<file path="src/rtl/xmode_reg_pkg.sv">
package xmode_reg_pkg;

    localparam int DATA_W  = 64;
    localparam int HALF_W  = 32;
    localparam int VEC_N   = 256;
    localparam int SLICE_N = VEC_N / HALF_W;
    localparam int SUB_W   = $clog2(SLICE_N);
    localparam int NUM_LVT = 6;
    localparam int TPR_W   = 8;
    localparam int ESR_W   = 8;
    localparam int SPAN_W  = 8;
    localparam int ICR_DS_BIT = 12;

    localparam logic [SPAN_W-1:0] OFF_ID   = 8'h02;
    localparam logic [SPAN_W-1:0] OFF_VER  = 8'h03;
    localparam logic [SPAN_W-1:0] OFF_TPR  = 8'h08;
    localparam logic [SPAN_W-1:0] OFF_LDR  = 8'h0D;
    localparam logic [SPAN_W-1:0] OFF_ISR  = 8'h10;
    localparam logic [SPAN_W-1:0] OFF_TMR  = 8'h18;
    localparam logic [SPAN_W-1:0] OFF_ESR  = 8'h28;
    localparam logic [SPAN_W-1:0] OFF_ICR  = 8'h30;
    localparam logic [SPAN_W-1:0] OFF_LVT  = 8'h32;
    localparam logic [SPAN_W-1:0] OFF_SELF = 8'h3F;

    localparam logic [HALF_W-1:0] LVT_RESET = 32'h0001_0000;

    typedef enum logic [3:0] {
        RK_NONE, RK_ID, RK_VER, RK_TPR, RK_LDR, RK_ISR,
        RK_TMR, RK_ESR, RK_ICR, RK_LVT, RK_SELF
    } reg_kind_e;

    typedef struct packed {
        reg_kind_e        kind;
        logic [SUB_W-1:0] sub;
    } reg_sel_t;

    function automatic reg_sel_t map_offset(input logic [SPAN_W-1:0] off);
        reg_sel_t s;
        s.kind = RK_NONE;
        s.sub  = '0;
        if (off == OFF_ID)        s.kind = RK_ID;
        else if (off == OFF_VER)  s.kind = RK_VER;
        else if (off == OFF_TPR)  s.kind = RK_TPR;
        else if (off == OFF_LDR)  s.kind = RK_LDR;
        else if (off == OFF_ESR)  s.kind = RK_ESR;
        else if (off == OFF_ICR)  s.kind = RK_ICR;
        else if (off == OFF_SELF) s.kind = RK_SELF;
        else if (off >= OFF_ISR && off < OFF_ISR + SPAN_W'(SLICE_N)) begin
            s.kind = RK_ISR;
            s.sub  = SUB_W'(off - OFF_ISR);
        end else if (off >= OFF_TMR && off < OFF_TMR + SPAN_W'(SLICE_N)) begin
            s.kind = RK_TMR;
            s.sub  = SUB_W'(off - OFF_TMR);
        end else if (off >= OFF_LVT && off < OFF_LVT + SPAN_W'(NUM_LVT)) begin
            s.kind = RK_LVT;
            s.sub  = SUB_W'(off - OFF_LVT);
        end
        return s;
    endfunction

    // Cluster number from id[19:4] in the upper half, one-hot member bit below.
    function automatic logic [HALF_W-1:0] ldr_from_id(input logic [HALF_W-1:0] id);
        return {id[19:4], 16'h0001 << id[3:0]};
    endfunction

endpackage

</file>
<file path="src/rtl/xmode_addr_decode.sv">
module xmode_addr_decode
    import xmode_reg_pkg::*;
#(
    parameter int                ADDR_W = 12,
    parameter logic [ADDR_W-1:0] BASE   = 12'h800
) (
    input  logic              rd_en,
    input  logic              wr_en,
    input  logic [ADDR_W-1:0] addr,
    input  logic [DATA_W-1:0] wdata,
    output reg_sel_t          sel,
    output logic              fault
);

    logic [ADDR_W-1:0] diff;
    logic              in_range;
    logic              hi_set;
    logic              bad;

    assign diff     = addr - BASE;
    assign in_range = (addr >= BASE) && (diff[ADDR_W-1:SPAN_W] == '0);
    assign hi_set   = |wdata[DATA_W-1:HALF_W];

    always_comb begin
        if (in_range) sel = map_offset(diff[SPAN_W-1:0]);
        else          sel = '{kind: RK_NONE, sub: '0};
    end

    always_comb begin
        unique case (sel.kind)
            RK_ID, RK_VER, RK_LDR, RK_ISR, RK_TMR: bad = wr_en;
            RK_TPR, RK_LVT: bad = wr_en && hi_set;
            RK_ESR:         bad = wr_en && (wdata != '0);
            RK_ICR:         bad = 1'b0;
            RK_SELF:        bad = rd_en || (wr_en && (wdata[DATA_W-1:8] != '0));
            default:        bad = 1'b1;
        endcase
    end

    assign fault = (rd_en && wr_en) || ((rd_en || wr_en) && bad);

endmodule

</file>
<file path="src/rtl/xmode_reg_store.sv">
module xmode_reg_store
    import xmode_reg_pkg::*;
(
    input  logic                             clk,
    input  logic                             rst,
    input  logic                             wr_ok,
    input  reg_sel_t                         sel,
    input  logic [DATA_W-1:0]                wdata,
    input  logic [ESR_W-1:0]                 err_log,
    output logic [TPR_W-1:0]                 tpr_q,
    output logic [ESR_W-1:0]                 esr_q,
    output logic [DATA_W-1:0]                icr_q,
    output logic [NUM_LVT-1:0][HALF_W-1:0]   lvt_q
);

    logic esr_clr;
    assign esr_clr = wr_ok && (sel.kind == RK_ESR);

    always_ff @(posedge clk) begin
        if (rst) begin
            tpr_q <= '0;
            esr_q <= '0;
            icr_q <= '0;
        end else begin
            esr_q <= (esr_clr ? '0 : esr_q) | err_log;
            if (wr_ok && sel.kind == RK_TPR) tpr_q <= wdata[TPR_W-1:0];
            if (wr_ok && sel.kind == RK_ICR) begin
                icr_q             <= wdata;
                icr_q[ICR_DS_BIT] <= 1'b0;
            end
        end
    end

    for (genvar g = 0; g < NUM_LVT; g++) begin : g_lvt
        logic [HALF_W-1:0] entry_q;
        always_ff @(posedge clk) begin
            if (rst)
                entry_q <= LVT_RESET;
            else if (wr_ok && sel.kind == RK_LVT && sel.sub == SUB_W'(g))
                entry_q <= wdata[HALF_W-1:0];
        end
        assign lvt_q[g] = entry_q;
    end

endmodule

</file>
<file path="src/rtl/xmode_read_mux.sv">
module xmode_read_mux
    import xmode_reg_pkg::*;
#(
    parameter logic       DEOI_SUP = 1'b1,
    parameter logic [7:0] VERSION  = 8'h15
) (
    input  reg_sel_t                         sel,
    input  logic [HALF_W-1:0]                core_id,
    input  logic [VEC_N-1:0]                 isr_vec,
    input  logic [VEC_N-1:0]                 tmr_vec,
    input  logic [TPR_W-1:0]                 tpr_q,
    input  logic [ESR_W-1:0]                 esr_q,
    input  logic [DATA_W-1:0]                icr_q,
    input  logic [NUM_LVT-1:0][HALF_W-1:0]   lvt_q,
    output logic [DATA_W-1:0]                rdata
);

    localparam logic [HALF_W-1:0] VER_WORD =
        {7'b0, DEOI_SUP, 8'(NUM_LVT - 1), 8'h00, VERSION};

    logic [HALF_W-1:0] low;

    always_comb begin
        low = '0;
        unique case (sel.kind)
            RK_ID:  low = core_id;
            RK_VER: low = VER_WORD;
            RK_TPR: low = HALF_W'(tpr_q);
            RK_LDR: low = ldr_from_id(core_id);
            RK_ISR: low = isr_vec[HALF_W*int'(sel.sub) +: HALF_W];
            RK_TMR: low = tmr_vec[HALF_W*int'(sel.sub) +: HALF_W];
            RK_ESR: low = HALF_W'(esr_q);
            RK_LVT: if (int'(sel.sub) < NUM_LVT) low = lvt_q[sel.sub];
            default: low = '0;
        endcase
    end

    assign rdata = (sel.kind == RK_ICR) ? icr_q : {{HALF_W{1'b0}}, low};

endmodule

</file>
<file path="src/rtl/xmode_reg_port.sv">
module xmode_reg_port
    import xmode_reg_pkg::*;
#(
    parameter int                ADDR_W   = 12,
    parameter logic [ADDR_W-1:0] BASE     = 12'h800,
    parameter logic              DEOI_SUP = 1'b1,
    parameter logic [7:0]        VERSION  = 8'h15
) (
    input  logic              clk,
    input  logic              rst,
    input  logic              rd_en,
    input  logic              wr_en,
    input  logic [ADDR_W-1:0] addr,
    input  logic [63:0]       wdata,
    input  logic [31:0]       core_id,
    input  logic [255:0]      isr_vec,
    input  logic [255:0]      tmr_vec,
    input  logic [7:0]        err_log,
    output logic              rsp_valid,
    output logic              rsp_fault,
    output logic [63:0]       rsp_data,
    output logic              self_req,
    output logic [7:0]        self_vec
);

    reg_sel_t                        sel;
    logic                            fault;
    logic                            wr_ok;
    logic [TPR_W-1:0]                tpr_q;
    logic [ESR_W-1:0]                esr_q;
    logic [DATA_W-1:0]               icr_q;
    logic [NUM_LVT-1:0][HALF_W-1:0]  lvt_q;
    logic [DATA_W-1:0]               rdata;

    xmode_addr_decode #(.ADDR_W(ADDR_W), .BASE(BASE)) u_dec (
        .rd_en(rd_en), .wr_en(wr_en), .addr(addr), .wdata(wdata),
        .sel(sel), .fault(fault)
    );

    assign wr_ok = wr_en && !fault;

    xmode_reg_store u_store (
        .clk(clk), .rst(rst), .wr_ok(wr_ok), .sel(sel), .wdata(wdata),
        .err_log(err_log), .tpr_q(tpr_q), .esr_q(esr_q), .icr_q(icr_q),
        .lvt_q(lvt_q)
    );

    xmode_read_mux #(.DEOI_SUP(DEOI_SUP), .VERSION(VERSION)) u_mux (
        .sel(sel), .core_id(core_id), .isr_vec(isr_vec), .tmr_vec(tmr_vec),
        .tpr_q(tpr_q), .esr_q(esr_q), .icr_q(icr_q), .lvt_q(lvt_q),
        .rdata(rdata)
    );

    always_ff @(posedge clk) begin
        if (rst) begin
            rsp_valid <= 1'b0;
            rsp_fault <= 1'b0;
            rsp_data  <= '0;
            self_req  <= 1'b0;
            self_vec  <= '0;
        end else begin
            rsp_valid <= rd_en && !fault;
            rsp_fault <= (rd_en || wr_en) && fault;
            rsp_data  <= (rd_en && !fault) ? rdata : '0;
            self_req  <= wr_ok && (sel.kind == RK_SELF);
            if (wr_ok && sel.kind == RK_SELF) self_vec <= wdata[7:0];
        end
    end

endmodule

</file>
<file path="config.mk">
export PLATFORM = sky130hd
export DESIGN_NAME = xmode_reg_port
export DESIGN_NICKNAME = d
export VERILOG_FILES = /design/src/rtl/xmode_reg_pkg.sv /design/src/rtl/xmode_addr_decode.sv /design/src/rtl/xmode_reg_store.sv /design/src/rtl/xmode_read_mux.sv /design/src/rtl/xmode_reg_port.sv
export SDC_FILE = /design/constraint.sdc
export NUM_CORES = 1
export LEC_CHECK = 0
export ABC_AREA = 1
export BUFFER_PORTS_ARGS = -buffer_cell sky130_fd_sc_hd__buf_2
export CAP_MARGIN = 20
export CORE_AREA = 2 2 277 279
export DETAILED_ROUTE_END_ITERATION = 8
export DIE_AREA = 0 0 279 281
export GPL_TIMING_DRIVEN = 0
export PLACE_DENSITY = 0.49
export SYNTH_ARGS = -nofsm -noshare
export SYNTH_HDL_FRONTEND = slang
export SYNTH_HIERARCHICAL = 1
export SYNTH_SLANG_ARGS = --single-unit
</file>
<file path="constraint.sdc">
create_clock -name clk -period 3.57 [get_ports clk]
set_input_delay 0.1785 -clock clk [delete_from_list [all_inputs] [get_ports clk]]
set_output_delay 0.1785 -clock clk [all_outputs]
set_load 0.02 [all_outputs]
</file>
### Yosys cells after proc, flatten, opt, wreduce, memory -nomap -nowiden

Index checks and enable logic that the tools add are counted.

| cells by class | value |
|---|---|
| add/sub/neg operators | 4 |
| shifts and indexed selects | 3 |
| $lt $le $gt $ge | 9 |
| equal/unequal tests | 22 |
| bitwise logic cells | 3 |
| reduce and logical (&&, ||, !) cells | 37 |
| muxes and demuxes | 25 |

Operators with widths:

| operator | number |
|---|---|
| variable part select 256 x 9 -> 32 bit | 2 |
| one-hot mux 32 bit (8 select lines) | 1 |
| binary-select mux 32 bit (select 3 bit) | 1 |
| 2-to-1 mux 32 bit | 3 |
| nonzero test 64 bit | 1 |
| nonzero test 56 bit | 1 |
| OR reduction 32 bit | 1 |
| 2-to-1 mux 4 bit | 7 |
| 2-to-1 mux 7 bit | 4 |
| == test 8 x 6 -> 1 bit, second input constant | 3 |
| logical AND 1 bit | 23 |
| 2-to-1 mux 3 bit | 7 |
| == test 4 x 3 -> 1 bit, second input constant | 4 |
| == test 8 x 2 -> 1 bit, second input constant | 2 |
| == test 8 x 4 -> 1 bit, second input constant | 2 |
| >= comparator 8 x 5 -> 1 bit, second input constant | 2 |
| less-than comparator 8 x 6 -> 1 bit, second input constant | 2 |
| left shift 1 x 4 -> 16 bit, first input constant | 1 |
| == test 4 bit, second input constant | 3 |
| >= comparator 12 bit, second input constant | 1 |
| subtractor 12 bit, second input constant | 1 |
| == test 4 x 2 -> 1 bit, second input constant | 2 |
| >= comparator 8 x 6 -> 1 bit, second input constant | 1 |
| less-than comparator 8 x 5 -> 1 bit, second input constant | 1 |
| 19 further kinds | 27 |

| storage, ports and cells | value |
|---|---|
| output and inout bits | 75 |
| bits of input ports | 632 |
| word-level logic and storage cells | 119 |
| bits in registers | 346 |

### Longest topological paths before layout

Gate-level depths: netlist of the first run.

| logic depth | value |
|---|---|
| depth after elaboration | 24 |
| gate-level depth with buffers | 23 |
| gate-level depth less buffers | 21 |

### Hierarchy

Netlist of the first run, hierarchy kept.

Modules (own cells, without submodules):

| module | sequential area each (um^2) | times used | area each (um^2) | cells each |
|---|---|---|---|---|
| xmode_reg_store | 5425.2 | 1 | 10428.8 | 1432 |
| xmode_read_mux | 0.0 | 1 | 8067.7 | 1788 |
| xmode_reg_port | 1501.4 | 1 | 2800.2 | 281 |
| xmode_addr_decode | 0.0 | 1 | 804.5 | 181 |

### Worst setup path before layout of the first run

OpenSTA, ideal clock, no wires.

| timing | value |
|---|---|
| path type | input to register |
| start point | input addr[10] |
| end point | register rsp_data[25] |
| cell stages on the path | 18 |
| required time | 3.458 ns |
| arrival | 2.556 ns |
| slack | 0.902 ns |
| path through | inv_1 > nand2_1 > nor2_1 > o21ai_0 > nor2_1 > nand2_1 > a211oi_1 > buf_2 > buf_2 > buf_2 > clkbuf_1 > nand3_1 > nand3_1 > nand3_1 > nand3_1 > nand3_1 > inv_1 > nor2_4 |

RTL lines:

| what | RTL line | RTL |
|---|---|---|
| start, declared | xmode_reg_port.sv:13 | `input logic [ADDR_W-1:0] addr,` |
| end signal, assigned | xmode_reg_port.sv:64 | `rsp_data <= (rd_en && !fault) ? rdata : '0;` |
| end, declared | xmode_reg_port.sv:21 | `output logic [63:0] rsp_data,` |

### Worst setup path after layout of the first run

| timing | value |
|---|---|
| start point | input wdata[2] |
| end point | register u_store.icr_q[44] |

| on the way | value |
|---|---|
| word-level cells in the longest chain between the ends | 8 |

RTL lines:

| what | RTL line | RTL |
|---|---|---|
| start, declared | xmode_reg_port.sv:14 | `input logic [63:0] wdata,` |
| nonzero test 64 bit | xmode_addr_decode.sv:33 | `RK_ESR: bad = wr_en && (wdata != '0);` |
| logical AND 1 bit | xmode_addr_decode.sv:33 |  |
| one-hot mux 1 bit (5 select lines) | xmode_addr_decode.sv:30 | `unique case (sel.kind)` |
| logical AND 1 bit | xmode_addr_decode.sv:40 | `assign fault = (rd_en && wr_en) \|\| ((rd_en \|\| wr_en) && bad);` |
| logical OR 1 bit | xmode_addr_decode.sv:40 |  |
| via fault | xmode_reg_port.sv:27 | `logic fault;` |
| logical NOT 1 bit | xmode_reg_port.sv:40 | `assign wr_ok = wr_en && !fault;` |
| logical AND 1 bit | xmode_reg_port.sv:40 |  |
| via wr_ok | xmode_reg_port.sv:28 | `logic wr_ok;` |
| logical AND 1 bit | xmode_reg_store.sv:27 | `if (wr_ok && sel.kind == RK_ICR) begin` |
| end signal, assigned | xmode_reg_store.sv:28 | `icr_q <= wdata;` |
| end, declared | xmode_reg_store.sv:12 | `output logic [DATA_W-1:0] icr_q,` |

The timed path passes the listed nets, and every way through them passes these cells.
A chain may end at the register's enable or synchronous reset.

==> results of run 1 <==
[power groups by stage]
stage / registers [W] / logic, W / clock network (W)
floorplan: 0.00396 / 0.000373 / 0
global placement: 0.00396 / 0.00107 / 0
detailed placement: 0.00396 / 0.00107 / 0
CTS: 0.00387 / 0.00112 / 0.00433
global route: 0.00387 / 0.00123 / 0.00446
finish: 0.00387 / 0.00117 / 0.00427
[flip-flops by register name, summed over array words and instances, names as in the netlist]
signal	count
rsp_fault	1
u_store/g_lvt.entry_q	192
u_store/icr_q	63
u_store/esr_q	8
self_vec	8
self_req	1
rsp_data	64
rsp_valid	1
u_store/tpr_q	8
[per-stage QoR]
step	hold WS, ns	cell area (µm²)	worst slack, ns	instances
2_1_floorplan	0.2509	22100	0.9018	3682
3_3_place_gp	0.3861	26850	-1.716	5365
4_1_cts	0.001891	28730	-0.002942	5493
6_report	0.03114	29020	0.06360	5545
5_1_grt	0.04593	28960	0.002224	5523
3_5_place_dp	0.3923	26870	-1.032	5367
[kinds of logic (layout without fill, tap and decap cells)]
kind of cell / count (synthesis) / after routing / synth area share [%]
other: 1 / 45 / 0.01697
DFF: 346 / 346 / 31.34
adders and majority gates: 2 / 2 / 0.1132
and+or+nand+nor: 2532 / 2532 / 50.73
buffers and inverters: 510 / 1351 / 10.42
AOI/OAI and AO/OA: 291 / 291 / 7.377
[repair_timing]
item	4_1_cts	5_1_grt
hold endpoints to repair	59	8
hold buffers	50	8
setup buffers	0	0
gates resized for setup	14	54
pin swaps	0	0
endpoints found under the setup margin	32	228
[area by class of cell]
cell class / count / share of cell area, %
Clock inverter: 15 / 0.4097
Timing Repair Buffer: 765 / 14.21
Tap cell: 978 / 4.217
Multi-Input combinational cell: 2826 / 44.66
Buffer: 270 / 4.942
Antenna cell: 44 / 0.3795
Inverter: 240 / 3.126
Clock buffer: 61 / 4.183
Sequential cell: 346 / 23.87
[how the worst max path moves through the flow]
stage / start / end / slack [ns] / cells past startpoint
2_1_floorplan: addr[10] / rsp_data[25]$_SDFF_PP0_ / 0.90 / 18
3_3_place_gp: addr[10] / rsp_data[16]$_SDFF_PP0_ / -1.72 / 18
3_5_place_dp: addr[10] / rsp_data[23]$_SDFF_PP0_ / -1.03 / 16
4_1_cts: addr[10] / rsp_data[22]$_SDFF_PP0_ / -0.003 / 17
5_1_grt: wdata[1] / u_store/icr_q[40]$_SDFFE_PP0P_ / 0.002 / 19
6_report: wdata[2] / u_store/icr_q[44]$_SDFFE_PP0P_ / 0.06 / 19
[placed cells by master, fill, tap and decap left out, types with 41 or more instances in the layout]
cell type and count:
nand2_1 900, buf_2 814, nand3_1 761, nor2_1 721, dfxtp_1 346, inv_1 223, o21ai_0 142, clkbuf_1 95
a21oi_1 63, dlygate4sd3_1 58, nor2_4 56, diode_2 44, clkbuf_16 43, or2_2 41
[worst max-delay path: cells and delay by family]
| family | cells | cell delay [ns] |
|---|---|---|
| buffers and inverters | 4 | 1.22 |
| AOI/OAI and AO/OA | 3 | 0.71 |
| and+or+nand+nor | 12 | 1.82 |
[routing by layer]
| metal | GRT usage (%) | vias up | share of wire (%) |
|---|---|---|---|
| li1 | - | 13468 | - |
| met5 | 0 | - | 0.15 |
| met1 | 47.91 | 13622 | 39 |
| met4 | 24.91 | 38 | 6.7 |
| met3 | 10.90 | 339 | 10 |
| met2 | 60.36 | 1476 | 44 |
==> qor.yml, run 1 <==
status: "completed"
wl_um: 159100
final_nets: 5125
hold_end: "u_store/icr_q[14]$_SDFFE_PP0P_"
ys_seq_area_share_pct: 31.34
powerDensity_mw_per_mm2: 320.8
via_per_inst: 5.220
synth-async-reset-ratio_pct: 0
crit_chain: "dlygate4sd3_1, buf_2, nor2_1, nand2_1, nor2_1, nand2_1, o21ai_0, nand2_1, a21oi_1, nand3_1, nor2_1, nor2_1, nor2_2, inv_1, nor2_1, nand3_4, clkbuf_1, o21ai_0, nor2_1"
max_freq_mhz: 285.2
reg2reg_depth: 9
critical_path_required_ns: 4.02
antenna_found_initial: 68
die_h_um: 281
setup_tns_ns: 0
grt.total_usage_pct: 39.11
crit_path_frequent_cell: "nor2_1"
clock-root-buffer: "clkbuf_16"
critPathArrivalTime_ns: 3.95
htree_levels: 2
drtAntennaViolNets: 0
final_layout_size_suffix_gt1_share_pct: 24.34
cts_tree: "yes"
vdd_drop_max_uv: 304.3
ys_warn_count: 6
slowest_stage: "dlygate4sd3_1"
drt-pass1-iter-count: 6
multiInputGateArea_mm2: 0.01296
routed-via-count: 28943
tightest_slew_ns: 1.094
place.detailed.hpwl_um: 132200
drtIter0Drc: 3281
syn-num-nets: 4316
hold_depth: 3
pwr-share-clk_pct: 45.8
startpoint_type: "input port"
grt_pass1_wl_um: 213900
p_seq_share_pct: 41.6
finalClockSkew_ns: 0.01750
slew_headroom_pct: 27.05
slew_viol_final: 0
worstReg2RegEnd: "rsp_data[18]$_SDFF_PP0_"
p_switching_w: 0.002551
io-pin-count: 707
area_growth_pct: 31.28
fp-row-count: 101
slowest_delay_ns: 0.61
p_int_w: 0.006758
drcViolationCount: 0
synthFlopType: "dfxtp_1"
worstReg2RegStart: "u_store/g_lvt[0].entry_q[18]$_SDFFE_PP0P_"
initial_utilization_pct: 29.29
syn_area_mm2: 0.02210
cap_violations: 0
synthTopCellsByArea: "dfxtp_1 (31%), nand3_1 (17%), nand2_1 (15%), nor2_1 (12%), inv_1 (3.8%)"
fin_util_pct: 38.46
synth.largest_area_cell: "dfxtp_1"
fillers: 8729
clock_latency_ns: 0.58
min_from: "wdata[14]"
cp-end-kind: "register"
clk_pin_slew_ns: 0.06
r2r_slack_ns: 1.76
ys_seq_elements: 346
port_buffers: 705
syn_avg_cell_area_um2: 6.002
regArea_mm2: 0.006927
synth_top_area_share_pct: 31.34
core_mm2: 0.07544
yosysMostFrequentCell: "nand2_1"
netlist_top_cells_count: "nand2_1 (900), nand3_1 (761), nor2_1 (723), dfxtp_1 (346), inv_1 (223)"
power_w: 0.009309
grt_max_degree: 13
crit_type: "input port to register"
p_sw_share_pct: 27.40
gp_congestion: 1.042
die_x_um: 279
grt_pass1_vias: 27264
pwr-share-comb_pct: 12.6
path_max_fanout: 10
synth_cell_types: 40
die_area_mm2: 0.07840
cts_sinks: 346
p_leak_nw: 13.39
wire_per_inst_um: 28.70
period_share_pct: 98.22
rsz0062_at_grt: "false"
netlist_instances: 3682
synth_edf_count: 0
grt_overflow_total: 0
setup_viol: 0
hp-class: "input port to register"
clock_tree.buffer_depth: 3
finalCriticalPeriod_ns: 3.506
finalHoldViolCount: 0
cts-buffers-inserted: 42
Note: power is estimated with default switching activity, not from simulation.
==> inputs of run 2 (changes only) <==
- CORE_AREA: 2 2 277 279 -> 2 2 273 275
- DIE_AREA: 0 0 279 281 -> 0 0 275 277
- SYNTH_HIERARCHICAL: 1 -> default
==> run 2 against run 1 <==
Count of clock-buffer cells in the layout decreased by 8. Sequential share of layout area increased by 0.79 points. Largest cell class unchanged. Design area decreased by 3.2%. Critical path depth decreased by 1. Wire length increased by 0.95%. Register-to-register slack improved by 0.07 ns. Clock power increased by 2%. Synthesized cell count decreased by 1.1%.
==> qor.yml, run 2 <==
io-pin-count: 707  # unchanged
die_area_mm2: 0.07618  # -2.8%
endpoint: "rsp_data[4]$_SDFF_PP0_"
grt_pass1_vias: 26829  # -1.6%
finalInstanceArea_mm2: 0.02809  # -3.2%
cts_sinks: 346  # unchanged
critPathArrivalTime_ns: 4.01  # +0.06 ns
instances_no_fill: 5464  # -1.5%
period_share_pct: 98.86  # +0.65 points
tightest_slew_ns: 1.180  # +0.08615 ns
wl_um: 160600  # +0.95%
gp_congestion: 1.045  # +0.29%
port_buffers: 705  # unchanged
powerDensity_mw_per_mm2: 333.8  # +4.0%
yosysMostFrequentCell: "nand2_1"
antenna_found_initial: 68  # unchanged
die_h_um: 277  # -1.4%
drtIter0Drc: 3391  # +3.4%
dp.cells: 5317  # -0.93%
htree_levels: 2  # unchanged
drt-pass1-iter-count: 7  # +1
drcViolationCount: 0  # unchanged
layout_common_cells: "nand2_1 (1240), buf_2 (782), inv_1 (472)"
finalHoldViolCount: 0  # unchanged
drtAntennaViolNets: 0  # unchanged
worstReg2RegEnd: "rsp_data[16]$_SDFF_PP0_"
path_max_fanout: 15  # +5
wire_per_inst_um: 29.40  # +2.4%
synth-async-reset-ratio_pct: 0  # unchanged
fp-row-count: 100  # -0.99%
initial_utilization_pct: 29.07  # -0.22 points
place.detailed.hpwl_um: 131300  # -0.63%
grt_overflow_total: 0  # unchanged
synth_edf_count: 0  # unchanged
mostFrequentLayoutCell: "nand2_1"
core_mm2: 0.07357  # -2.5%
ys_seq_elements: 346  # unchanged
synth_cell_types: 42  # +5.0%
cts_tree: "yes"
finalClockSkew_ns: 0.03305  # +0.01556 ns
routed-via-count: 28877  # -0.23%
top_regs: "u_store.g_lvt.entry_q x192, rsp_data x64, u_store.icr_q x63"
synth_top_area_share_pct: 32.38  # +1.0 points
netlist_top_cells_count: "nand2_1 (1242), inv_1 (472), nor2_1 (358), dfxtp_1 (346), nand3_1 (331)"
die_x_um: 275  # -1.4%
p_leak_nw: 13.79  # +3.0%
cp-end-kind: "register"
finalCriticalPeriod_ns: 3.529  # +0.02304 ns
area_growth_pct: 31.32  # about the same
cap_violations: 0  # unchanged
cts-buffers-inserted: 40  # -4.8%
grt.total_usage_pct: 40.64  # +1.5 points
slew_viol_final: 0  # unchanged
ys_warn_count: 0  # -6
critical_path_required_ns: 4.05  # +0.03 ns
reg2reg_depth: 6  # -3
worstReg2RegStart: "u_store.g_lvt[2].entry_q[16]$_SDFFE_PP1P_"
status: "completed"
max_freq_mhz: 283.3  # -0.65%
power_w: 0.009377  # +0.73%
largest_register_ffs: 192  # unchanged
r2r_slack_ns: 1.83  # +0.07 ns
synthFlopType: "dfxtp_1"
via_per_inst: 5.285  # +1.3%
final_nets: 5068  # -1.1%
syn-num-nets: 4274  # -0.97%
rsz0062_at_grt: "false"
synthTopCellsByArea: "dfxtp_1 (32%), nand2_1 (22%), inv_1 (8.3%), nand3_1 (7.7%), nand4_1 (7.4%)"
final_layout_size_suffix_gt1_share_pct: 20.39  # -3.9 points
netlist_instances: 3640  # -1.1%
clock_latency_ns: 0.60  # +0.02 ns
vdd_drop_max_uv: 310.0  # +1.9%
clock-root-buffer: "clkbuf_16"
slew_headroom_pct: 21.31  # -5.7 points
clock_tree.buffer_depth: 3  # unchanged
grt_pass1_wl_um: 214400  # +0.25%
ys_seq_area_share_pct: 32.38  # +1.0 points
crit_type: "input port to register"
regMostFlops: "u_store.g_lvt.entry_q"
cp-startpoint: "addr[2]"
startpoint_type: "input port"
grt_max_degree: 16  # +3
clk_pin_slew_ns: 0.06  # about the same
synth.largest_area_cell: "dfxtp_1"
dpl-instance-area_mm2: 0.02618  # -2.5%
syn_area_mm2: 0.02139  # -3.2%
setup_viol: 0  # unchanged
hp-class: "input port to register"
syn_avg_cell_area_um2: 5.876  # -2.1%
[run 2: changes by cell type in the layout (fill, tap and decap cells not counted), moves of 20 or more]
cell,previous run,this run
nand3_1,761,331
nor2_1,721,357
nand2_1,900,1240
inv_1,223,472
nand4_1,3,252
nor2_4,56,1
o21ai_0,142,102
or2_2,41,1
buf_1,19,51
buf_2,814,782
o22ai_1,11,43
a22oi_1,0,23
o211ai_1,21,1
[run 2: metrics by stage]
stage	utilization [%]	setup slack (ns)	hold WS, ns	setup TNS (ns)
CTS	38.06	0.05682	0.01215	0
global placement	35.52	-1.142	0.3864	-55.36
global route	38.13	0.02029	0.05221	0
detailed placement	35.59	-1.007	0.3922	-30.52
floorplan	-	1.283	0.2959	0
finish	38.18	0.04056	0.04636	0
[run 2: layout make-up]
type                    instances  area, µm²
fillers                      8532      45480
diodes                         33      82.58
flip-flops and latches        346       6927
inverters                     488       1832
plain buffers                 259       1147
repair buffers                753       4033
well taps                     969       1212
clock inverters                17      202.7
clock buffers                  53       1151
multi-input cells            2546      11500
[run 2: layer usage]
metal | share of wire, % | global-route usage, % | vias up | wire length, µm
met2 | 43 | 62.10 | 1587 | 69490
met4 | 7.9 | 27.58 | 38 | 12640
met3 | 9.6 | 9.451 | 420 | 15480
li1 | - | - | 13251 | -
met1 | 39 | 50.44 | 13581 | 62780
met5 | 0.16 | 0.3851 | - | 253
[run 2: how the worst min path moves through the flow]
stage	startpoint	to	slack (ns)	depth (start not counted)
global placement	err_log[1]	u_store.esr_q[1]$_SDFF_PP0_	0.39	3
finish	wr_en	self_req$_SDFF_PP0_	0.05	3
global route	wr_en	self_req$_SDFF_PP0_	0.05	3
floorplan	err_log[0]	u_store.esr_q[0]$_SDFF_PP0_	0.30	2
CTS	wr_en	self_req$_SDFF_PP0_	0.01	3
detailed placement	err_log[1]	u_store.esr_q[1]$_SDFF_PP0_	0.39	3
[run 2: worst max-delay path, cell delays in order]
cell and delay [ns]:
buf_2 0.12, inv_1 0.12, ha_1 0.16, nand2_1 0.05, nand2_1 0.07, nand3_2 0.18, a21oi_1 0.21, nand3_1 0.25
nor2_2 0.47, buf_6 0.31, clkbuf_1 0.66, nand3_1 0.15, nand4_1 0.32, nand2_1 0.09, nand3_1 0.34, nand2_1 0.10
nand2_1 0.12, nand2_1 0.08
[run 2: repair_timing]
item                                    4_1_cts  5_1_grt
endpoints found under the hold margin        48        0
endpoints found under the setup margin       12       13
gates resized for setup                       9       10
pin swaps                                     0        0
setup buffers                                 0        0
cloned                                        0        0
hold buffers                                 45        0
[run 2: kinds of logic after synthesis]
group | count (synthesis) | share of synthesized area (%)
AO/OA/AOI/OAI | 313 | 8.693
adder cells (fa/ha/maj) | 2 | 0.1170
flip-flops | 346 | 32.38
AND/OR/NAND/NOR | 2231 | 44.91
buffers and inverters | 748 | 13.90
[run 2: report_power, final]
| part | internal, W | switching, W | leakage [nW] |
|---|---|---|---|
| logic | 0.000413 | 0.000729 | 10.3 |
| registers | 0.00387 | 0.00000396 | 2.79 |
| clock network | 0.00250 | 0.00187 | 0.672 |
